`config.mk`:
```
export PLATFORM = sky130hd
export DESIGN_NAME = wrap_boundary
export DESIGN_NICKNAME = d
export VERILOG_FILES = /design/src/rtl/wrap_pkg.sv /design/src/rtl/wrap_mode_dec.sv /design/src/rtl/wrap_chain.sv /design/src/rtl/wrap_mux.sv /design/src/rtl/wrap_boundary.sv
export SDC_FILE = /design/constraint.sdc
export NUM_CORES = 1
export LEC_CHECK = 0
export CAP_MARGIN = 20
export CORE_AREA = 8 8 45 47
export CTS_CLUSTER_DIAMETER = 80
export DETAILED_ROUTE_END_ITERATION = 6
export DIE_AREA = 0 0 53 55
export PLACE_DENSITY = 0.38
export SLEW_MARGIN = 40
export SYNTH_ARGS = -nofsm -noshare
export SYNTH_HDL_FRONTEND = slang
export SYNTH_HIERARCHICAL = 1
export SYNTH_SLANG_ARGS = --single-unit
```
`constraint.sdc`:
```
create_clock -name wclk -period 3.1 [get_ports wclk]
set_input_delay 0.465 -clock wclk [delete_from_list [all_inputs] [get_ports wclk]]
set_output_delay 0.465 -clock wclk [all_outputs]
set_load 0.1 [all_outputs]
```
`src/rtl/wrap_pkg.sv`:
```
package wrap_pkg;

    typedef enum logic [1:0] {
        MODE_FUNC = 2'd0,
        MODE_EXT  = 2'd1,
        MODE_INT  = 2'd2
    } wrap_mode_e;

    // Code 2'b11 is unused and falls back to functional operation.
    function automatic wrap_mode_e decode_mode(input logic hi, input logic lo);
        case ({hi, lo})
            2'b01:   return MODE_EXT;
            2'b10:   return MODE_INT;
            default: return MODE_FUNC;
        endcase
    endfunction

endpackage

```
`src/rtl/wrap_mode_dec.sv`:
```
module wrap_mode_dec
    import wrap_pkg::*;
(
    input  logic       sel_hi,
    input  logic       sel_lo,
    output wrap_mode_e mode
);
    always_comb begin
        mode = decode_mode(sel_hi, sel_lo);
    end
endmodule

```
`src/rtl/wrap_chain.sv`:
```
module wrap_chain
    import wrap_pkg::*;
#(
    parameter int IN_W  = 1,
    parameter int OUT_W = 1
) (
    input  logic             wclk,
    input  logic             rst_n,
    input  logic             shift_n,
    input  logic             ser_in,
    input  wrap_mode_e       mode,
    input  logic [IN_W-1:0]  pin_cap,
    input  logic [OUT_W-1:0] core_cap,
    output logic [IN_W-1:0]  in_cells,
    output logic [OUT_W-1:0] out_cells,
    output logic             tail
);
    localparam int LEN = IN_W + OUT_W;

    typedef struct packed {
        logic [LEN-1:0] cells;
    } chain_s;

    chain_s st_d, st_q;

    always_comb begin
        st_d = st_q;
        if (!shift_n) begin
            st_d.cells[0] = ser_in;
            for (int i = 1; i < LEN; i++) begin
                st_d.cells[i] = st_q.cells[i-1];
            end
        end else begin
            case (mode)
                MODE_EXT: st_d.cells[IN_W-1:0]   = pin_cap;
                MODE_INT: st_d.cells[LEN-1:IN_W] = core_cap;
                default:  st_d = st_q;
            endcase
        end
    end

    always_ff @(posedge wclk or negedge rst_n) begin
        if (!rst_n) st_q <= '0;
        else        st_q <= st_d;
    end

    assign in_cells  = st_q.cells[IN_W-1:0];
    assign out_cells = st_q.cells[LEN-1:IN_W];
    assign tail      = st_q.cells[LEN-1];

    // serial entry into cell 0
    p_shift_entry_r8: assert property (@(posedge wclk) disable iff (!rst_n)
        !shift_n |=> st_q.cells[0] == $past(ser_in));

    generate
        for (genvar g = 1; g < LEN; g++) begin : g_shift_chk
            // each cell takes its lower neighbour
            p_shift_move_r8: assert property (@(posedge wclk) disable iff (!rst_n)
                !shift_n |=> st_q.cells[g] == $past(st_q.cells[g-1]));
        end
    endgenerate

    // input-side load in external test, output side kept
    p_ext_capture_r5: assert property (@(posedge wclk) disable iff (!rst_n)
        (shift_n && mode == MODE_EXT) |=>
            (in_cells == $past(pin_cap)) && $stable(out_cells));

    // output-side load in internal test, input side kept
    p_int_capture_r7: assert property (@(posedge wclk) disable iff (!rst_n)
        (shift_n && mode == MODE_INT) |=>
            (out_cells == $past(core_cap)) && $stable(in_cells));

    // functional mode leaves the chain alone when not shifting
    p_func_hold_r10: assert property (@(posedge wclk) disable iff (!rst_n)
        (shift_n && mode == MODE_FUNC) |=> $stable(st_q.cells));

endmodule

```
`src/rtl/wrap_mux.sv`:
```
module wrap_mux
    import wrap_pkg::*;
#(
    parameter int IN_W  = 1,
    parameter int OUT_W = 1
) (
    input  wrap_mode_e       mode,
    input  logic             shift_n,
    input  logic [IN_W-1:0]  pin_in,
    input  logic [OUT_W-1:0] core_out,
    input  logic [IN_W-1:0]  in_cells,
    input  logic [OUT_W-1:0] out_cells,
    input  logic             tail,
    output logic [OUT_W-1:0] pin_out,
    output logic [IN_W-1:0]  core_in,
    output logic             scan_out
);
    always_comb begin
        pin_out  = (mode == MODE_FUNC) ? core_out : out_cells;
        core_in  = (mode == MODE_INT)  ? in_cells : pin_in;
        scan_out = shift_n ? 1'b0 : tail;
    end
endmodule

```
`src/rtl/wrap_boundary.sv`:
```
module wrap_boundary
    import wrap_pkg::*;
#(
    parameter int IN_W  = 1,
    parameter int OUT_W = 1
) (
    input  logic             wclk,
    input  logic             rst_n,
    input  logic             mode_sel_hi,
    input  logic             mode_sel_lo,
    input  logic             scan_en_n,
    input  logic             scan_in,
    output logic             scan_out,
    input  logic [IN_W-1:0]  pin_in,
    output logic [OUT_W-1:0] pin_out,
    output logic [IN_W-1:0]  core_in,
    input  logic [OUT_W-1:0] core_out
);
    wrap_mode_e       mode;
    logic [IN_W-1:0]  in_cells;
    logic [OUT_W-1:0] out_cells;
    logic             tail;

    wrap_mode_dec u_dec (
        .sel_hi (mode_sel_hi),
        .sel_lo (mode_sel_lo),
        .mode   (mode)
    );

    wrap_chain #(.IN_W(IN_W), .OUT_W(OUT_W)) u_chain (
        .wclk      (wclk),
        .rst_n     (rst_n),
        .shift_n   (scan_en_n),
        .ser_in    (scan_in),
        .mode      (mode),
        .pin_cap   (pin_in),
        .core_cap  (core_out),
        .in_cells  (in_cells),
        .out_cells (out_cells),
        .tail      (tail)
    );

    wrap_mux #(.IN_W(IN_W), .OUT_W(OUT_W)) u_mux (
        .mode      (mode),
        .shift_n   (scan_en_n),
        .pin_in    (pin_in),
        .core_out  (core_out),
        .in_cells  (in_cells),
        .out_cells (out_cells),
        .tail      (tail),
        .pin_out   (pin_out),
        .core_in   (core_in),
        .scan_out  (scan_out)
    );

    // both functional codes pass data straight through
    p_func_pass_r2: assert property (@(posedge wclk) disable iff (!rst_n)
        (mode_sel_hi == mode_sel_lo) |-> (pin_out == core_out) && (core_in == pin_in));

    // serial output silent outside shift
    p_scan_quiet_r9: assert property (@(posedge wclk) disable iff (!rst_n)
        scan_en_n |-> scan_out == 1'b0);

    // external test leaves the core input on the pin
    p_ext_core_in_r4: assert property (@(posedge wclk) disable iff (!rst_n)
        (!mode_sel_hi && mode_sel_lo) |-> core_in == pin_in);

endmodule

```
Word-level counts from Yosys, hierarchy flattened
Cells that the tools add are included.

Input bits: 8. Flip-flop bits (word level): 2. Word-level logic and storage cells: 16.

Equality and inequality tests: 6. Reductions and logical operators: 1. Multiplexer cells: 7.

Operators by type and width (number): 1-bit two-way mux (5); 2-bit by 1-bit equality test with 1-bit output, second input constant (2); 2-bit equality test, second input constant (2); 2-bit by 1-bit inequality test with 1-bit output, second input constant (2); 2-bit case mux with 2 select lines (1); 2-bit zero test (1); 2-bit two-way mux (1).

Longest topological paths before layout
Word-level depth: 5. Gate-level depth with buffers: 3.

Hierarchy
The synthesis kept the hierarchy.

By module, submodules not included: wrap_chain (area an instance 122.6 µm², instances 1, cells each 13, sequential area each 50.0 µm²); wrap_mux (area an instance 45.0 µm², instances 1, cells each 5, sequential area each 0.0 µm²); wrap_mode_dec (area an instance 15.0 µm², instances 1, cells each 2, sequential area each 0.0 µm²).

Worst setup path before layout
Ideal clock, no wire load.

Path kind: input to output. Start point: in scan_en_n. End point: out scan_out. Buffers on the path: 0. Stages: 1. Path slack: 0.835 ns. Arrival time: 1.800 ns. Data required time: 2.635 ns. Path through: nor2b_1.

Longest elaborated chain between the ends: 1.

Ends and longest elaborated chain: start, declared (RTL line wrap_boundary.sv:11) `input logic scan_en_n,`; 1-bit two-way mux (RTL line wrap_mux.sv:21) `scan_out = shift_n ? 1'b0 : tail;`; end, declared (RTL line wrap_boundary.sv:13) `output logic scan_out,`.

No other way between the ends.

Worst setup path in the final report
Start point: in mode_sel_hi. End point: out core_in.

Longest elaborated chain between the ends: 4. Elaborated cells on any way between the ends: 5. Those cells by class: eq/ne (3); mux (2).

Ends and longest elaborated chain: start, declared (RTL line wrap_boundary.sv:9) `input logic mode_sel_hi,`; 2-bit equality test or 2-bit by 1-bit equality test with 1-bit output (tied branches) (RTL line wrap_pkg.sv:11) `case ({hi, lo})`; 2-bit case mux with 2 select lines * (RTL line wrap_pkg.sv:11); net mode[1] (RTL line wrap_boundary.sv:19) `wrap_mode_e mode;`; 2-bit equality test * (RTL line wrap_mux.sv:20) `core_in = (mode == MODE_INT) ? in_cells : pin_in;`; 1-bit two-way mux * (RTL line wrap_mux.sv:20); end, declared (RTL line wrap_boundary.sv:16) `output logic [IN_W-1:0] core_in,`.

Mark *: on every way through the listed nets, which the timed path passes. The rest lies on a longest branch.

==> impl_metrics.yaml <==
clock_tree:
  cts_made_buffers: 3
  cts_resized: 0
  clock_path_buffers: 2
  htree_levels: 1
  clk_pin_slew_ns: 0.03
  root_buffer: "clkbuf_4"
  cts_tree: "done"
  cts_sinks: 2
  insertion_delay_ns: 0.23
  cts.hold.buffers_added: 0
  cts_setup_buffers: 0
synth:
  synth-xor-area-share_pct: 0
  syn_avg_cell_area_um2: 9.13
  synth_mux_area_share_pct: 14.4
  syn_inst: 20
  yosys.area_share.adder_pct: 0
  ys_types: 12
  ys_ff_latch: 2
  synth_top_family_by_area: "simple AND/OR/NAND/NOR gates"
  ys_warn_count: 6
  ys_seq_area_share_pct: 27.4
  syn_area_um2: 183
  yosys.area_share.simple_pct: 45.9
  synth_compound_area_share_pct: 8.22
  syn_nets: 28
timing:
  finalSetupViolations: 0
  layout_min_cycle_time_ns: 2.40
  hold_viol_final: 0
  worstMarginPinSlew_ns: 0.325
  min_period_over_period_pct: 77.5
  fin_skew_ns: 0.00455
  finalSetupTns_ns: 0
  rsz0062_at_grt: "false"
  maxSlewHeadroom_pct: 78.3
  drv_slew: 0
  clock.fmax_ghz: 0.416
floorplan:
  std_cell_rows: 14
  die_w_um: 53
  fp.dieArea_um2: 2920
  die_h_um: 55
  ioPinCount: 11
  start_util_pct: 13.2
  coreArea_um2: 1380
place:
  gp_congestion: 0.638
  numPortBuffers: 10
  dp_hpwl_um: 398
layout:
  largest_reg_flops: 2
  mostFrequentLayoutCells: "clkdlybuf4s50_1, nor2b_1, clkbuf_4"
  top_regs: "u_chain/st_q x2"
  syn_to_final_growth_pct: 83.6
  mostFrequentLayoutCell: "clkdlybuf4s50_1"
  antennaDiodeCount: 0
  fin_util_pct: 24.2
  nets: 42
  post_route_cells_drive_above_1_share_pct: 28.1
  largest_register: "u_chain/st_q"
global_route:
  antenna_found_initial: 0
  first_global_vias: 212
  grt_use_total_pct: 4.43
  grt_pass1_wl_um: 931
  grt_start_max_net_pins: 8
  grt_overflow: 0
pwr:
  p_sw_uw: 58.3
  p_per_area_nw_per_um2: 474
  peakVddDrop_mv: 0.124
  clockPowerShare_pct: 36.4
  share_comb_of_total_power_pct: 43.5
  p_sw_share_pct: 36.7
  power.internal_uw: 100
  seq_power_share_pct: 20.1
  p_leak_uw: 0.000134
job:
  max_cap_violations: 0
drt:
  drt_pass1_iterations: 2
  route.detailed.drc: 0
  wire_per_inst_um: 10.6
  viasPerCell: 3.71
  drt_iter0_drc: 1
  dr_total_vias: 178
  wl_um: 511
  ant_nets: 0
critical_path:
  critPathMaxFanout: 6
  arrival_ns: 1.94
  crit_type: "primary input to primary output"
  cp-end-kind: "primary output"
  cp-start-kind: "primary input"
  required_ns: 2.63
worst_hold_path:
  hold_class: "primary input to asynchronous set/reset pin"
outcome:
  status: "completed"
synthesized netlist by cell type, drive strengths merged:
library cell | count | area, µm²
mux2 | 2 | 26.3
dfrtp | 2 | 50.1
nand4b | 2 | 17.5
nor2b | 5 | 33.8
nand2 | 2 | 7.51
nor2 | 1 | 3.75
nand2b | 2 | 12.5
and2b | 1 | 8.76
buf | 1 | 7.51
o211ai | 2 | 15.0
power groups by stage:
stage,registers [µW],clock network (µW),logic (µW)
floorplan,31.3,0,44.9
global placement,32.3,0,69.5
detailed placement,31.9,0,69.7
CTS,31.8,62.6,69.9
global route,32.1,67.4,73.2
finish,31.9,57.9,69.1
layout make-up:
| class | count | area [µm²] |
|---|---|---|
| clock buffers | 3 | 22.5 |
| well taps | 16 | 20.0 |
| multi-input cells | 17 | 125 |
| flip-flops and latches | 2 | 50.0 |
| repair buffers | 10 | 118 |
| fillers | 154 | 1050 |
cells by family after synthesis:
logic type      after synthesis
compound gates                2
buf+inv                       1
flops                         2
mux                           2
simple gates                 13
worst max-delay path, cell delays in order:
cell and delay, ns:
clkdlybuf4s50_1 0.46, nor2b_1 0.30, nor2b_2 0.22, mux2_4 0.32, buf_12 0.17
final timing paths:
| check | from | end | slack (ns) | depth (start not counted) |
|---|---|---|---|---|
| max | mode_sel_hi | core_in | 0.70 | 5 |
| min | rst_n | u_chain/st_q[1] | 0.40 | 1 |
| max reg2reg | u_chain/st_q[0] | u_chain/st_q[0] | 2.42 | 2 |
| min reg2reg | u_chain/st_q[0] | u_chain/st_q[1] | 0.55 | 2 |
| max in group asynchronous | rst_n | u_chain/st_q[0] | 2.57 | 1 |
| min in group wclk | u_chain/st_q[0] | u_chain/st_q[1] | 0.55 | 2 |
per-layer routing:
metal	global-route usage [%]	routed length, µm	share of wire (%)	up-vias
met5	0	0	0	-
met4	2.59	0	0	0
met3	4.01	69	14	0
met2	3.91	148	29	11
met1	6.08	293	57	74
li1	-	-	-	93
stage by stage:
| stage | setup WS [ns] | hold WS [ns] | area (µm²) | instances | total power, µW |
|---|---|---|---|---|---|
| floorplan | 0.835 | 0.169 | 183 | 20 | 76.2 |
| global placement | 0.713 | 0.553 | 313 | 45 | 102 |
| detailed placement | 0.688 | 0.540 | 313 | 45 | 102 |
| CTS | 0.681 | 0.394 | 335 | 48 | 164 |
| global route | 0.549 | 0.392 | 335 | 48 | 173 |
| finish | 0.696 | 0.402 | 335 | 48 | 159 |
No activity file was read; power rests on OpenSTA's default activity.
